**src/rtl/btl_pkg.sv**
```systemverilog
package btl_pkg;

   typedef enum logic [1:0] {
      EV_NOT_TAKEN = 2'b00,
      EV_BRANCH    = 2'b01,
      EV_INTR      = 2'b10,
      EV_EXCEPT    = 2'b11
   } ev_kind_e;

   typedef enum logic [2:0] {
      CSEL_CTL    = 3'd0,
      CSEL_BASE   = 3'd1,
      CSEL_INDEX  = 3'd2,
      CSEL_SIZE   = 3'd3,
      CSEL_STATUS = 3'd4
   } csel_e;

   localparam int CTL_TRACE_BIT = 6;
   localparam int CTL_STORE_BIT = 7;
   localparam int CTL_FULL_BIT  = 8;
   localparam int ST_IRQ_BIT    = 0;
   localparam int ST_OVF_BIT    = 1;

endpackage

```
**src/rtl/btl_cfg_regs.sv**
```systemverilog
module btl_cfg_regs
   import btl_pkg::*;
#(
   parameter int ADDR_W = 32,
   parameter int IDX_W  = 8
) (
   input  logic              clk,
   input  logic              rst_n,
   input  logic              cfg_we,
   input  logic [2:0]        cfg_sel,
   input  logic [ADDR_W-1:0] cfg_wdata,
   output logic              trc_en,
   output logic              sto_en,
   output logic              int_mode,
   output logic [ADDR_W-1:0] base_q,
   output logic [IDX_W:0]    size_q,
   output logic              idx_wr,
   output logic [IDX_W-1:0]  idx_wdata,
   output logic              clr_irq,
   output logic              clr_ovf
);

   wire unused_wdata = &{1'b0, cfg_wdata};

   always_ff @(posedge clk or negedge rst_n) begin
      if (!rst_n) begin
         trc_en   <= 1'b0;
         sto_en   <= 1'b0;
         int_mode <= 1'b0;
         base_q   <= '0;
         size_q   <= '0;
      end else if (cfg_we) begin
         case (cfg_sel)
            CSEL_CTL: begin
               trc_en   <= cfg_wdata[CTL_TRACE_BIT];
               sto_en   <= cfg_wdata[CTL_STORE_BIT];
               int_mode <= cfg_wdata[CTL_FULL_BIT];
            end
            CSEL_BASE: base_q <= cfg_wdata;
            CSEL_SIZE: size_q <= cfg_wdata[IDX_W:0];
            default: ;
         endcase
      end
   end

   assign idx_wr    = cfg_we && (cfg_sel == CSEL_INDEX);
   assign idx_wdata = cfg_wdata[IDX_W-1:0];
   assign clr_irq   = cfg_we && (cfg_sel == CSEL_STATUS) && cfg_wdata[ST_IRQ_BIT];
   assign clr_ovf   = cfg_we && (cfg_sel == CSEL_STATUS) && cfg_wdata[ST_OVF_BIT];

endmodule

```
**src/rtl/btl_event_front.sv**
```systemverilog
module btl_event_front
   import btl_pkg::*;
#(
   parameter int ADDR_W     = 32,
   parameter int TRACE_PIPE = 1,
   localparam int REC_W     = 2 * ADDR_W
) (
   input  logic              clk,
   input  logic              rst_n,
   input  logic              ev_valid,
   input  logic [1:0]        ev_kind,
   input  logic [ADDR_W-1:0] ev_from,
   input  logic [ADDR_W-1:0] ev_to,
   input  logic              trc_en,
   output logic              qual,
   output logic [REC_W-1:0]  rec,
   output logic              trc_valid,
   output logic [REC_W-1:0]  trc_rec
);

   assign qual = ev_valid && (ev_kind != EV_NOT_TAKEN);
   assign rec  = {ev_to, ev_from};

   generate
      if (TRACE_PIPE != 0) begin : g_trace_reg
         always_ff @(posedge clk or negedge rst_n) begin
            if (!rst_n) begin
               trc_valid <= 1'b0;
               trc_rec   <= '0;
            end else begin
               trc_valid <= qual && trc_en;
               if (qual) trc_rec <= rec;
            end
         end
      end else begin : g_trace_comb
         wire unused_clk = &{1'b0, clk, rst_n};
         assign trc_valid = qual && trc_en;
         assign trc_rec   = rec;
      end
   endgenerate

endmodule

```
**src/rtl/btl_store_ctrl.sv**
```systemverilog
module btl_store_ctrl #(
   parameter int ADDR_W = 32,
   parameter int IDX_W  = 8,
   localparam int REC_W     = 2 * ADDR_W,
   localparam int REC_SHIFT = $clog2(REC_W / 8)
) (
   input  logic              clk,
   input  logic              rst_n,
   input  logic              qual,
   input  logic [REC_W-1:0]  rec,
   input  logic              sto_en,
   input  logic              int_mode,
   input  logic [ADDR_W-1:0] base_q,
   input  logic [IDX_W:0]    size_q,
   input  logic              idx_wr,
   input  logic [IDX_W-1:0]  idx_wdata,
   input  logic              clr_irq,
   input  logic              clr_ovf,
   input  logic              mem_ready,
   output logic              mem_req,
   output logic [ADDR_W-1:0] mem_addr,
   output logic [REC_W-1:0]  mem_data,
   output logic [IDX_W-1:0]  wr_index,
   output logic              irq,
   output logic              overflow
);

   localparam logic [IDX_W:0]   ONE_X = (IDX_W+1)'(1);
   localparam logic [IDX_W-1:0] ONE_I = IDX_W'(1);

   logic             hold_v;
   logic [REC_W-1:0] hold_d;
   logic [IDX_W-1:0] idx_q;
   logic             irq_q;
   logic             ovf_q;

   logic accept, at_end, fill_int, allow, take, load, ovf_set;

   always_comb begin
      accept   = hold_v && mem_ready;
      at_end   = ({1'b0, idx_q} + ONE_X) >= size_q;
      fill_int = accept && at_end && int_mode;
      allow    = sto_en && !irq_q && !fill_int;
      take     = qual && allow;
      load     = take && (!hold_v || accept);
      ovf_set  = take && hold_v && !accept;
   end

   always_ff @(posedge clk or negedge rst_n) begin
      if (!rst_n) begin
         hold_v <= 1'b0;
         hold_d <= '0;
      end else begin
         hold_v <= load || (hold_v && !accept);
         if (load) hold_d <= rec;
      end
   end

   always_ff @(posedge clk or negedge rst_n) begin
      if (!rst_n) begin
         idx_q <= '0;
      end else if (idx_wr) begin
         idx_q <= idx_wdata;
      end else if (accept) begin
         idx_q <= at_end ? '0 : idx_q + ONE_I;
      end
   end

   always_ff @(posedge clk or negedge rst_n) begin
      if (!rst_n) begin
         irq_q <= 1'b0;
         ovf_q <= 1'b0;
      end else begin
         if (fill_int)              irq_q <= 1'b1;
         else if (clr_irq || idx_wr) irq_q <= 1'b0;
         if (ovf_set)      ovf_q <= 1'b1;
         else if (clr_ovf) ovf_q <= 1'b0;
      end
   end

   assign mem_req  = hold_v;
   assign mem_data = hold_d;
   assign mem_addr = base_q + (ADDR_W'(idx_q) << REC_SHIFT);
   assign wr_index = idx_q;
   assign irq      = irq_q;
   assign overflow = ovf_q;

endmodule

```
**src/rtl/btrace_logger.sv**
```systemverilog
module btrace_logger
   import btl_pkg::*;
#(
   parameter int ADDR_W     = 32,
   parameter int IDX_W      = 8,
   parameter int TRACE_PIPE = 1,
   localparam int REC_W     = 2 * ADDR_W
) (
   input  logic              clk,
   input  logic              rst_n,
   input  logic              cfg_we,
   input  logic [2:0]        cfg_sel,
   input  logic [ADDR_W-1:0] cfg_wdata,
   input  logic              ev_valid,
   input  logic [1:0]        ev_kind,
   input  logic [ADDR_W-1:0] ev_from,
   input  logic [ADDR_W-1:0] ev_to,
   output logic              trc_valid,
   output logic [REC_W-1:0]  trc_rec,
   output logic              mem_req,
   output logic [ADDR_W-1:0] mem_addr,
   output logic [REC_W-1:0]  mem_data,
   input  logic              mem_ready,
   output logic [IDX_W-1:0]  wr_index,
   output logic              irq,
   output logic              overflow
);

   generate
      if (ADDR_W % 8 != 0 || ADDR_W < CTL_FULL_BIT + 1) begin : g_bad_addr_w
         $error("btrace_logger: ADDR_W must be a byte multiple of at least 16");
      end
      if (IDX_W < 1 || IDX_W + 1 > ADDR_W) begin : g_bad_idx_w
         $error("btrace_logger: IDX_W out of range");
      end
   endgenerate

   logic              trc_en, sto_en, int_mode;
   logic [ADDR_W-1:0] base_q;
   logic [IDX_W:0]    size_q;
   logic              idx_wr, clr_irq, clr_ovf;
   logic [IDX_W-1:0]  idx_wdata;
   logic              qual;
   logic [REC_W-1:0]  rec;

   btl_cfg_regs #(.ADDR_W(ADDR_W), .IDX_W(IDX_W)) u_regs (
      .clk       (clk),
      .rst_n     (rst_n),
      .cfg_we    (cfg_we),
      .cfg_sel   (cfg_sel),
      .cfg_wdata (cfg_wdata),
      .trc_en    (trc_en),
      .sto_en    (sto_en),
      .int_mode  (int_mode),
      .base_q    (base_q),
      .size_q    (size_q),
      .idx_wr    (idx_wr),
      .idx_wdata (idx_wdata),
      .clr_irq   (clr_irq),
      .clr_ovf   (clr_ovf)
   );

   btl_event_front #(.ADDR_W(ADDR_W), .TRACE_PIPE(TRACE_PIPE)) u_front (
      .clk       (clk),
      .rst_n     (rst_n),
      .ev_valid  (ev_valid),
      .ev_kind   (ev_kind),
      .ev_from   (ev_from),
      .ev_to     (ev_to),
      .trc_en    (trc_en),
      .qual      (qual),
      .rec       (rec),
      .trc_valid (trc_valid),
      .trc_rec   (trc_rec)
   );

   btl_store_ctrl #(.ADDR_W(ADDR_W), .IDX_W(IDX_W)) u_store (
      .clk       (clk),
      .rst_n     (rst_n),
      .qual      (qual),
      .rec       (rec),
      .sto_en    (sto_en),
      .int_mode  (int_mode),
      .base_q    (base_q),
      .size_q    (size_q),
      .idx_wr    (idx_wr),
      .idx_wdata (idx_wdata),
      .clr_irq   (clr_irq),
      .clr_ovf   (clr_ovf),
      .mem_ready (mem_ready),
      .mem_req   (mem_req),
      .mem_addr  (mem_addr),
      .mem_data  (mem_data),
      .wr_index  (wr_index),
      .irq       (irq),
      .overflow  (overflow)
   );

endmodule

```
**config.mk**
```make
export PLATFORM = sky130hd
export DESIGN_NAME = btrace_logger
export DESIGN_NICKNAME = d
export VERILOG_FILES = /design/src/rtl/btl_pkg.sv /design/src/rtl/btl_cfg_regs.sv /design/src/rtl/btl_event_front.sv /design/src/rtl/btl_store_ctrl.sv /design/src/rtl/btrace_logger.sv
export SDC_FILE = /design/constraint.sdc
export NUM_CORES = 1
export LEC_CHECK = 0
export CAP_MARGIN = 20
export CORE_ASPECT_RATIO = 1.2
export CORE_MARGIN = 2
export CORE_UTILIZATION = 48
export CTS_BUF_LIST = sky130_fd_sc_hd__clkbuf_2 sky130_fd_sc_hd__clkbuf_4 sky130_fd_sc_hd__clkbuf_8
export DETAILED_ROUTE_END_ITERATION = 12
export GPL_ROUTABILITY_DRIVEN = 0
export GPL_TIMING_DRIVEN = 1
export PLACE_DENSITY_LB_ADDON = 0.08
export REMOVE_ABC_BUFFERS = 1
export SLEW_MARGIN = 5
export SYNTH_ARGS = -nofsm -noshare
export SYNTH_HDL_FRONTEND = slang
export SYNTH_SLANG_ARGS = --single-unit
```
**constraint.sdc**
```tcl
create_clock -name clk -period 3.95 [get_ports clk]
set_input_delay 0.79 -clock clk [delete_from_list [all_inputs] [get_ports clk]]
set_output_delay 0.79 -clock clk [all_outputs]
set_load 0.01 [all_outputs]
```
=== After elaboration in Yosys (flattened, before gate mapping) ===
Cells that the tools add are included.

* Add/sub/neg operators: 3
* Mux-type cells: 7
* Equal/unequal tests: 4
* Reduce and logical (&&, ||, !) cells: 31
* Order comparisons: 1

{| class="wikitable"
|+ Operator list
! cell !! number
|-
| $add A32 B11 Y32 || 1
|-
| $mux W8 || 3
|-
| $logic_and A1 B1 Y1 || 16
|-
| $add A8 B1 Y9 const B || 1
|-
| $ge A9 B9 Y1 || 1
|-
| $add A8 B1 Y8 const B || 1
|-
| $reduce_bool A2 Y1 || 4
|-
| $eq A3 B2 Y1 const B || 2
|-
| $reduce_and A2 Y1 || 3
|-
| $logic_not A1 Y1 || 4
|-
| $mux W1 || 4
|-
| $eq A3 B1 Y1 const B || 1
|-
| $eq A3 B3 Y1 const B || 1
|-
| $logic_not A3 Y1 || 1
|-
| $logic_or A1 B1 Y1 || 3
|}

* Logic and storage cells: 58
* Output and inout bits: 172
* Input bits: 106
* Register bits: 184

=== Longest topological paths before layout ===
Gate-level depths: netlist of run 1.

* Depth in word-level cells: 10
* Mapped depth: 12
* Mapped depth without buffers: 10

=== Hierarchy ===
A second synthesis of run 1 with hierarchy kept.

* Cell total of the unflattened synthesis: 722
* Area, all modules: 9599.2 µm²

{| class="wikitable"
|+ Modules (own cells, without submodules)
! module !! cells an instance !! area each (µm²) !! times used !! seq. area each (µm²)
|-
| btl_store_ctrl || 413 || 4665.7 || 1 || 1876.8
|-
| btl_event_front || 202 || 3057.9 || 1 || 1626.6
|-
| btl_cfg_regs || 107 || 1875.5 || 1 || 1101.1
|}

=== Worst setup path before layout of run 1 ===
Ideal clock, no wire load.

* Path type: reg-to-output
* Start point: register u_store.idx_q[0] (netlist: u_store.wr_index[0])
* End point: output port mem_addr[25]
* Path slack: 0.993 ns
* Stages on the path, launching flop included: 11
* Data arrival time: 2.167 ns
* Buffers on the path: 1
* Data required time: 3.160 ns
* Path through: dfrtp_1 > ha_1 > inv_1 > fa_1 > nor2b_1 > o2111ai_1 > nand3_1 > and3b_1 > buf_2 > nand4_1 > xnor2_1

* Cells in the longest elaborated chain, start to end: 1

{| class="wikitable"
|+ Ends and longest elaborated chain
! item !! line !! source
|-
| from (decl) || btl_store_ctrl.sv:33 || <nowiki>logic [IDX_W-1:0] idx_q;</nowiki>
|-
| from (signal assigned) || btl_store_ctrl.sv:63 || <nowiki>idx_q <= idx_wdata;</nowiki>
|-
| from (signal assigned) || btl_store_ctrl.sv:65 || <nowiki>idx_q <= at_end ? '0 : idx_q + ONE_I;</nowiki>
|-
| $add A32 B11 Y32 || btl_store_ctrl.sv:83 || <nowiki>assign mem_addr = base_q + (ADDR_W'(idx_q) << REC_SHIFT);</nowiki>
|-
| to (decl) || btrace_logger.sv:21 || <nowiki>output logic [ADDR_W-1:0] mem_addr,</nowiki>
|}

Every way passes these cells.

=== Worst setup path after layout of run 1 ===
* Start point: register u_store.idx_q[3] (netlist: u_store.wr_index[3])
* End point: output port mem_addr[28]

Same word-level chain as after synthesis.

==> metrics.yaml, run 1 <==
cts_tree: "done"
hold_violations: 0
fin_total_pwr_w: 0.00769
ctsHtreeMaxLevel: 4
insertion_delay_ns: 0.47
internal-power_w: 0.00511
detailed_place_hpwl_um: 15200
power.clock.fraction_pct: 16.6
layout-area-overhead-vs-synth_pct: 41.0
worst_setup_path_startpoint: "u_store.wr_index[3]"
run_status: "finished clean"
critPathArrivalTime_ns: 3.01
route.final.wire_length_um: 21000
share_of_layout_cells_above_drive_strength_1_pct: 23.3
ys_types: 44
drt_drc: 0
timing_worst_setup_path_type: "flop to output port"
placementRows: 52
number_of_flops_mapped_to_enable_cells_by_yosys: 0
io-pin-count: 278
dr.first_iter.drc_count: 287
die-area_sq_um: 18500
power.combinational.fraction_pct: 45.9
slew_violations: 0
path_max_fanout: 9
clock_buffer_count_from_cts: 17
hold_ws_ns: 0.414
setup_viol_count_final: 0
layout.nets: 999
filler_cell_count: 1179
ir_worst_vdd_v: 0.000381
die_h_um: 149
start_util_pct: 49.2
power_density_nw_per_um2: 653
syn-instance-count: 593
synth_top_area_share_pct: 55.1
clock_path_buffers: 2
pwr-share-seq_pct: 37.5
async_reset_ff_share_pct: 100
yosys_register_bits: 184
worst_path_max_delay_cell: "sky130_fd_sc_hd__clkdlybuf4s50_1"
clock-sinks: 184
final_critical_path_required_period_ns: 3.80
holdCritPathClass: "input pin to async pin"
fin_worst_skew_ns: 0.0165
die_x_um: 124
setup.worst_path.start_class: "flop"
synth.yosys.warnings: 0
postRouteAntennaNets: 0
switching_power_w: 0.00258
drv.max_cap_violation_count: 0
setup_tns_ns: 0
synth.area.top_cells: "sky130_fd_sc_hd__dfrtp_1 (55%), sky130_fd_sc_hd__mux2_2 (11%), sky130_fd_sc_hd__mux2_4 (11%)"
synth_sequential_area_ratio_pct: 55.1
via_count: 5794
first_global_vias: 6255
clock_tree.root_cell: "sky130_fd_sc_hd__clkbuf_8"
fmax_ghz: 0.263
switching_share_pct: 33.6
layout_worst_path_cycle_share_pct: 96.2
critical_path_required_ns: 3.16
synthFlopType: "sky130_fd_sc_hd__dfrtp_1"
route.detailed.wl_per_inst_um: 19.0
grt-ovfl-total: 0
static-leakage-power_nw: 5.05
drt_pass1_iterations: 4
synth_most_common_cell: "sky130_fd_sc_hd__dfrtp_1"
grt_usage_pct: 23.0
synth_common_cells: "sky130_fd_sc_hd__dfrtp_1 (184), sky130_fd_sc_hd__mux2_2 (84), sky130_fd_sc_hd__mux2_4 (60)"
cells_traversed_along_the_worst_timing_path: "ha_2 > nand2_1 > nor3b_1 > o31a_1 > a41o_4 > nand4_1 > xnor2_1 > clkdlybuf4s50_1"
clk_pin_slew_worst_paths_ns: 0.11
drt-vias-per-instance: 5.25
maximum_number_of_pins_on_one_net_before_global_route_repair: 98
max_slew_margin_pct: 37.6
core_region_area_sq_um: 17000
worst_path_largest_cell_delay_ns: 0.56
grt_pass1_wl_um: 33600
antenna_found_initial: 1
post_synth.cell_area_avg_sq_um: 14.1
syn-cell-area_sq_um: 8360
portBuffers: 277
netlist.top_cell.by_area: "sky130_fd_sc_hd__dfrtp_1"
critPathCaptureType: "output port"
reg2reg_from: "u_store.wr_index[0]"
max_slew.worst_pin.slew_ns: 0.936
[worst paths after layout]
kind | slack [ns] | end | depth (start not counted)
worst max-delay path | 0.15 | mem_addr[28] | 8
worst min-delay path | 0.41 | u_regs.size_q[4] | 1
worst max register to register | 0.45 | u_store.mem_data[20] | 12
worst min register to register | 0.49 | u_front.trc_valid | 2
max in group asynchronous | 2.73 | u_regs.base_q[29] | 2
min in group clk | 0.49 | u_front.trc_valid | 2
[logic make-up (layout without fill, tap and decap cells)]
kind of cell / Yosys count / after routing / share of synthesized area [%]
AOI/OAI and AO/OA: 44 / 44 / 3.25
xor gates and xnor gates: 33 / 33 / 3.46
adders and majority gates: 19 / 19 / 2.93
buffers and inverters: 41 / 334 / 3.52
muxes: 170 / 170 / 25.6
other: 0 / 1 / 0
DFF: 184 / 184 / 55.1
and+or+nand+nor: 102 / 103 / 6.14
[critical path, delay by kind of cell (launching register included)]
family | cells | cell delay (ns)
buffers and inverters | 1 | 0.56
AOI/OAI and AO/OA | 2 | 0.54
DFF | 1 | 0.47
and+or+nand+nor | 3 | 0.42
adders and majority gates | 1 | 0.39
xor gates and xnor gates | 1 | 0.18
[routing by layer]
| layer | GRT usage [%] | up-vias | share of wire, % |
|---|---|---|---|
| met1 | 26.9 | 2909 | 39 |
| met2 | 39.6 | 208 | 51 |
| met5 | 0 | - | 0 |
| li1 | - | 2641 | - |
| met3 | 7.73 | 36 | 7.5 |
| met4 | 8.09 | 0 | 2.6 |
[state kept, by name (all words and copies together) (netlist names)]
| signal | cells |
|---|---|
| u_front.trc_rec | 64 |
| u_store.mem_data | 64 |
| u_regs.base_q | 32 |
| u_regs.size_q | 9 |
| u_store.wr_index | 8 |
| u_front.trc_valid | 1 |
| u_regs.int_mode | 1 |
| u_regs.sto_en | 1 |
| u_regs.trc_en | 1 |
| u_store.irq | 1 |
| u_store.mem_req | 1 |
| u_store.overflow | 1 |
[area by class of cell]
cell class	instances	area (sq um)	share of cell area, %
repair buffers	288	2920	24.7
flip-flops and latches	184	4610	39.1
clock inverters	14	150	1.27
well taps	216	270	2.29
inverters	14	52.6	0.446
diodes	1	2.50	0.0212
multi-input cells	369	3530	30.0
clock buffers	18	248	2.10
[power groups by stage]
stage                     Combinational, W  Sequential, W  Clock [W]
final                              0.00353        0.00288    0.00128
after global routing               0.00377        0.00296    0.00139
after CTS                          0.00354        0.00288    0.00131
after floorplan                    0.00148        0.00305          0
after detailed placement           0.00349        0.00290          0
after global placement             0.00342        0.00287          0
[through the flow]
stage / cells / instance area [sq um] / util, % / setup WS (ns)
floorplan: 566 / 8120 / - / -1.46
finish: 1104 / 11800 / 69.4 / 0.151
detailed placement: 1067 / 11300 / 66.5 / 0.147
global placement: 1067 / 11300 / 66.5 / 0.285
global route: 1104 / 11800 / 69.4 / -0.0143
CTS: 1101 / 11700 / 69.1 / 0.0233
[placed cells by master (no fill, tap or decap), types with 8 or more instances in the layout]
cell,count
sky130_fd_sc_hd__clkbuf_8,18
sky130_fd_sc_hd__mux2_1,26
sky130_fd_sc_hd__clkdlybuf4s50_1,271
sky130_fd_sc_hd__nand3_1,16
sky130_fd_sc_hd__xnor2_1,27
sky130_fd_sc_hd__dfrtp_1,179
sky130_fd_sc_hd__mux2_2,84
sky130_fd_sc_hd__o21ai_1,8
sky130_fd_sc_hd__mux2_4,60
sky130_fd_sc_hd__inv_1,14
sky130_fd_sc_hd__nor2_1,19
sky130_fd_sc_hd__a21oi_1,10
sky130_fd_sc_hd__nand2_1,26
sky130_fd_sc_hd__ha_1,15
[timing repair]
item                                    4_1_cts  5_1_grt
gates resized for setup                       7       13
gates cloned                                  1        0
setup buffers                                 1        2
pin swaps                                     2        1
hold buffers                                  0        0
endpoints found under the setup margin       19       18
Note: power is estimated with default switching activity, not from simulation.
==> inputs of run 2 (changes only) <==
- CORE_UTILIZATION: 48 -> 60
- DONT_BUFFER_PORTS: default -> 1
==> metrics.yaml, run 2 (synthesized netlist as in run 1, its figures left out) <==
drv.max_cap_violation_count: 0
switching_power_w: 0.00227
insertion_delay_ns: 0.46
fin_worst_skew_ns: 0.0150
critical_path_required_ns: 3.16
first_global_vias: 5092
pwr-share-seq_pct: 51.2
finalInstanceArea_sq_um: 8920
grt.met1_usage_pct: 28.5
holdCritPathClass: "input pin to async pin"
timing_worst_setup_path_type: "flop to output port"
maximum_number_of_pins_on_one_net_before_global_route_repair: 88
switching_share_pct: 35.6
die_h_um: 133
core_region_area_sq_um: 13700
clock_path_buffers: 2
grtUsageMet3_pct: 10.5
antenna_found_initial: 0
drt_drc: 0
grt_busiest_layer: "met2"
max_slew_margin_pct: 42.7
clock_buffer_count_from_cts: 17
setup.worst_path.start_class: "flop"
share_of_layout_cells_above_drive_strength_1_pct: 31.5
filler_cell_count: 1039
grt_usage_pct: 24.9
worst_path_max_delay_cell: "sky130_fd_sc_hd__dfrtp_1"
most_common_library_cell_in_the_layout_ignoring_fill_and_taps: "sky130_fd_sc_hd__dfrtp_1"
postRouteAntennaNets: 0
critPathArrivalTime_ns: 2.83
slew_violations: 0
drt-vias-per-instance: 5.95
via_count: 4631
run_status: "finished clean"
fin_total_pwr_w: 0.00636
ff2ff_setup_slack_ns: 0.53
placementRows: 47
worst_path_largest_cell_delay_ns: 0.50
die_x_um: 112
start_util_pct: 61.0
power.combinational.fraction_pct: 27.4
setup_tns_ns: 0
ir_worst_vdd_v: 0.000374
layout-area-overhead-vs-synth_pct: 6.75
clk_pin_slew_worst_paths_ns: 0.09
grt-ovfl-total: 0
hold_violations: 0
hold_ws_ns: 0.160
route.detailed.wl_per_inst_um: 23.4
dr.first_iter.drc_count: 192
max_slew.worst_pin.slew_ns: 0.860
layout.nets: 719
antenna_cells_inserted: 0
worstPathBufferInverterCount: 0
critPathCaptureType: "output port"
gr-usage-met2_pct: 41.9
io-pin-count: 278
post_dp_cell_area_sq_um: 8400
dp_worst_setup_slack_ns: 0.522
route.final.wire_length_um: 18200
clock-sinks: 184
layout_worst_path_cycle_share_pct: 91.8
die-area_sq_um: 14900
mostFrequentLayoutCells: "sky130_fd_sc_hd__dfrtp_1 (183), sky130_fd_sc_hd__mux2_2 (84), sky130_fd_sc_hd__mux2_4 (60), sky130_fd_sc_hd__xnor2_1 (27)"
detailed_place_hpwl_um: 12700
cts_tree: "done"
power.clock.fraction_pct: 21.4
clock_tree.root_cell: "sky130_fd_sc_hd__clkbuf_8"
portBuffers: 0
path_max_fanout: 9
crit_cells: 7
finalWorstSetupSlack_ns: 0.325
drt_pass1_iterations: 4
cells_traversed_along_the_worst_timing_path: "ha_1 > nand2_1 > nor3b_1 > o31a_1 > a41o_1 > nand4_1 > xnor2_1"
ctsHtreeMaxLevel: 4
grt_pass1_wl_um: 28500
setup_viol_count_final: 0
internal-power_w: 0.00410
r2r_cells: 11
critical_path.top_delay_family: "compound AO/OA/AOI/OAI gates"
rsz0062_at_grt: "false"
fmax_ghz: 0.276
static-leakage-power_nw: 3.93
final_critical_path_required_period_ns: 3.62
power_density_nw_per_um2: 713
-- run 2: cell count changes in the layout (fill, tap and decap cells not counted), sizes merged --
cell | before | now
clkinv | 3 | 2
diode | 1 | 0
dlymetal6s2s | 4 | 0
bufinv | 0 | 3
dlygate4sd3 | 0 | 1
buf | 12 | 8
clkdlybuf4s50 | 271 | 0
clkinvlp | 2 | 3
inv | 23 | 20
dlygate4sd2 | 1 | 0
and3b | 2 | 1
-- run 2: worst reg2reg max path, cell delays in order, from the launching register on --
cell and delay [ns]:
sky130_fd_sc_hd__dfrtp_1 0.53, sky130_fd_sc_hd__ha_1 0.25, sky130_fd_sc_hd__nand3_1 0.14, sky130_fd_sc_hd__nor2_1 0.25
sky130_fd_sc_hd__and3_1 0.21, sky130_fd_sc_hd__ha_1 0.25, sky130_fd_sc_hd__and3_4 0.19, sky130_fd_sc_hd__a221o_1 0.33
sky130_fd_sc_hd__a31oi_1 0.23, sky130_fd_sc_hd__o21a_4 0.20, sky130_fd_sc_hd__buf_4 0.37, sky130_fd_sc_hd__mux2_4 0.36
-- run 2: area by class of cell --
class                   count  area, sq um  share of cell area, %
flip-flops and latches    184         4610                   51.6
multi-input cells         368         3480                   39.0
clock buffers              18          248                   2.78
well taps                 171          214                   2.40
clock inverters            14          184                   2.06
repair buffers              9          135                   1.51
inverters                  14         52.6                  0.589
-- run 2: path summary, 6_finish.rpt --
check | end | from
min in group clk | u_regs.trc_en | cfg_wdata[6]
setup / recovery | mem_addr[28] | u_store.wr_index[3]
max in group asynchronous | u_store.mem_data[38] | rst_n
hold reg to reg | u_regs.base_q[10] | u_regs.base_q[10]
setup reg to reg | u_store.mem_data[38] | u_store.wr_index[1]
hold / removal | u_store.wr_index[5] | rst_n
-- run 2: metrics by stage --
step           utilization [%]  std cells
4_1_cts                   65.1        778
2_1_floorplan                -        566
5_1_grt                   65.1        778
6_report                  65.1        778
3_5_place_dp              61.3        742
3_3_place_gp              61.3        742
-- run 2: what timing repair did --
item | in CTS | in global routing
setup buffers | 0 | 0
hold endpoints to repair | 87 | 0
resized for setup | 0 | 2
hold buffers | 4 | 0
endpoints found under the setup margin | 0 | 9
-- run 2: metal layers --
layer	vias to the layer above	wire [um]	part of all wire, %
met2	210	9270	51
met4	0	501	2.8
met1	2321	6610	36
li1	2069	-	-
met3	31	1820	10
met5	-	0	0
-- run 2: power groups by stage --
stage                     Sequential, W  Combinational [W]  Clock, W
after floorplan                 0.00305            0.00148         0
final                           0.00326            0.00175   0.00136
after CTS                       0.00326            0.00177   0.00139
after global routing            0.00333            0.00193   0.00145
after detailed placement        0.00327            0.00172         0
after global placement          0.00328            0.00164         0
==> inputs of run 3 (changes only) <==
- CORE_UTILIZATION: 60 -> 64
- SYNTH_HIERARCHICAL: default -> 1
==> metrics.yaml, run 3 <==
run_status: "finished clean"
reg2reg_from: "u_store/wr_index[0]"
critical_path_required_ns: 3.16
critPathCaptureType: "output port"
post_synth.cell_area_avg_sq_um: 13.3
slew_violations: 0
synth_top_area_share_pct: 48.0
post-cts-setup-buffers: 0
start_util_pct: 64.7
met2_length_um: 10200
detailed_route_wire_length_on_metal_1_um: 7700
syn-instance-count: 722
pwr-share-seq_pct: 48.6
route.final.wire_length_um: 20400
die_x_um: 116
io-pin-count: 278
dp_cells: 825
clock-sinks: 184
max_slew.worst_pin.slew_ns: 0.882
layout.nets: 771
finalInstanceArea_sq_um: 9620
async_reset_ff_share_pct: 100
clk_pin_slew_worst_paths_ns: 0.09
placementRows: 49
worst_path_largest_cell_delay_ns: 0.56
drt_drc: 0
clock_tree.root_cell: "sky130_fd_sc_hd__clkbuf_8"
fin_worst_skew_ns: 0.0136
portBuffers: 0
hold_violations: 0
synth.yosys.warnings: 6
setup.worst_path.start_class: "flop"
power_density_nw_per_um2: 702
fin_util_pct: 64.8
die-area_sq_um: 16000
ys_types: 63
drt-vias-per-instance: 6.05
antenna_found_initial: 0
drt_pass1_iterations: 4
max_slew_margin_pct: 41.0
clock_buffer_count_from_cts: 17
post_dp_cell_area_sq_um: 9120
layout-area-overhead-vs-synth_pct: 0.182
internal-power_w: 0.00423
most_common_library_cell_in_the_layout_ignoring_fill_and_taps: "sky130_fd_sc_hd__dfrtp_1"
switching_power_w: 0.00252
yosys_register_bits: 184
path_max_fanout: 11
ctsHtreeMaxLevel: 4
cells_traversed_along_the_worst_timing_path: "ha_1 > inv_1 > fa_1 > nor2b_1 > o31a_1 > o32a_2 > nand4_1 > xnor2_1"
cts_tree: "done"
critPathArrivalTime_ns: 2.86
final_critical_path_required_period_ns: 3.65
syn-cell-area_sq_um: 9600
netlist.top_cell.by_area: "sky130_fd_sc_hd__dfrtp_1"
fin_total_pwr_w: 0.00675
maximum_number_of_pins_on_one_net_before_global_route_repair: 154
grt-ovfl-total: 0
power.clock.fraction_pct: 18.4
final_cells: 863
route.detailed.wl_per_inst_um: 23.7
grt_usage_pct: 25.8
insertion_delay_ns: 0.46
synth_common_cells: "sky130_fd_sc_hd__dfrtp_1 (184), sky130_fd_sc_hd__mux2_4 (130), sky130_fd_sc_hd__buf_4 (75)"
top_layer: "met4"
static-leakage-power_nw: 4.36
synth_most_common_cell: "sky130_fd_sc_hd__dfrtp_1"
detailed_place_hpwl_um: 14000
power.combinational.fraction_pct: 33.0
antenna_cells_inserted: 0
synth_sequential_area_ratio_pct: 48.0
fmax_ghz: 0.274
first_global_vias: 5577
worst_path_max_delay_cell: "sky130_fd_sc_hd__dfrtp_1"
timing_worst_setup_path_type: "flop to output port"
filler_cell_count: 1133
share_of_layout_cells_above_drive_strength_1_pct: 34.1
drv.max_cap_violation_count: 0
via_count: 5221
layout_worst_path_cycle_share_pct: 92.5
synth.area.top_cells: "sky130_fd_sc_hd__dfrtp_1 (48%), sky130_fd_sc_hd__mux2_4 (20%), sky130_fd_sc_hd__buf_4 (5.9%)"
number_of_flops_mapped_to_enable_cells_by_yosys: 0
rsz0062_at_grt: "false"
die_h_um: 138
mostFrequentLayoutCells: "sky130_fd_sc_hd__dfrtp_1 (184), sky130_fd_sc_hd__mux2_4 (130), sky130_fd_sc_hd__mux2_2 (42), sky130_fd_sc_hd__a21oi_1 (22)"
setup_viol_count_final: 0
dr.first_iter.drc_count: 273
setup_tns_ns: 0
holdCritPathClass: "input pin to async pin"
postRouteAntennaNets: 0
worst_setup_path_startpoint: "u_store/wr_index[0]"
clock_path_buffers: 2
detailroute.wirelength.met3_um: 1940
grt_pass1_wl_um: 31600
switching_share_pct: 37.4
core_region_area_sq_um: 14800
ir_worst_vdd_v: 0.000369
synthFlopType: "sky130_fd_sc_hd__dfrtp_1"
-- run 3: final timing paths --
check	endpoint	slack, ns	depth (start not counted)
worst max-delay path	mem_addr[19]	0.30	8
worst min-delay path	u_regs/size_q[0]	0.15	1
worst max register to register	u_store/mem_data[41]	0.47	11
worst min register to register	u_front/trc_valid	0.49	1
max in group asynchronous	u_store/mem_data[43]	2.51	1
min in group clk	u_store/wr_index[2]	0.46	2
-- run 3: area by class of cell --
type	count	area (sq um)	share of cell area, %
clock buffers	21	277	2.88
clock inverters	11	113	1.17
inverters	21	78.8	0.820
multi-input cells	411	4130	43.0
flip-flops and latches	184	4600	47.9
well taps	204	255	2.65
repair buffers	11	158	1.64
-- run 3: routing by layer --
layer | vias to the layer above | GRT usage, %
met3 | 42 | 9.64
met5 | - | 0
met1 | 2626 | 31.2
met2 | 236 | 41.7
met4 | 0 | 10.2
li1 | 2317 | -
-- run 3: repair_timing --
| action | CTS | global route |
|---|---|---|
| gates resized for setup | 0 | 1 |
| endpoints found under the setup margin | 0 | 10 |
| hold buffers | 2 | 4 |
| endpoints found under the hold margin | 32 | 30 |
-- run 3: cell families (layout without fill, tap and decap cells) --
group | count (synthesis) | count (layout) | share of synthesized area, %
AO/OA/AOI/OAI | 73 | 73 | 5.41
XOR/XNOR | 22 | 22 | 2.01
adder cells (fa/ha/maj) | 19 | 19 | 2.55
buffers and inverters | 127 | 64 | 9.15
flip-flops | 184 | 184 | 48.0
multiplexers | 174 | 174 | 25.5
AND/OR/NAND/NOR | 123 | 123 | 7.44
-- run 3: through the flow --
stage,hold slack [ns],worst slack [ns]
global route,0.119,0.0427
floorplan,0.449,-0.970
global placement,0.472,0.597
finish,0.150,0.297
CTS,0.000305,0.0984
detailed placement,0.479,0.467
-- run 3: critical path: cells and delay by family, from the launching register on --
kind                       cells  cell delay [ns]
AOI/OAI and AO/OA              2             0.51
xor gates and xnor gates       1             0.32
adders and majority gates      2             0.64
buffers and inverters          1             0.06
DFF                            1             0.56
and+or+nand+nor                2             0.32
-- run 3: power by group through the flow --
stage               combinational (W)  sequential (W)  clock, W
floorplan                     0.00190         0.00307         0
global placement              0.00211         0.00331         0
detailed placement            0.00218         0.00330         0
CTS                           0.00219         0.00329   0.00127
global route                  0.00243         0.00336   0.00136
finish                        0.00223         0.00328   0.00124
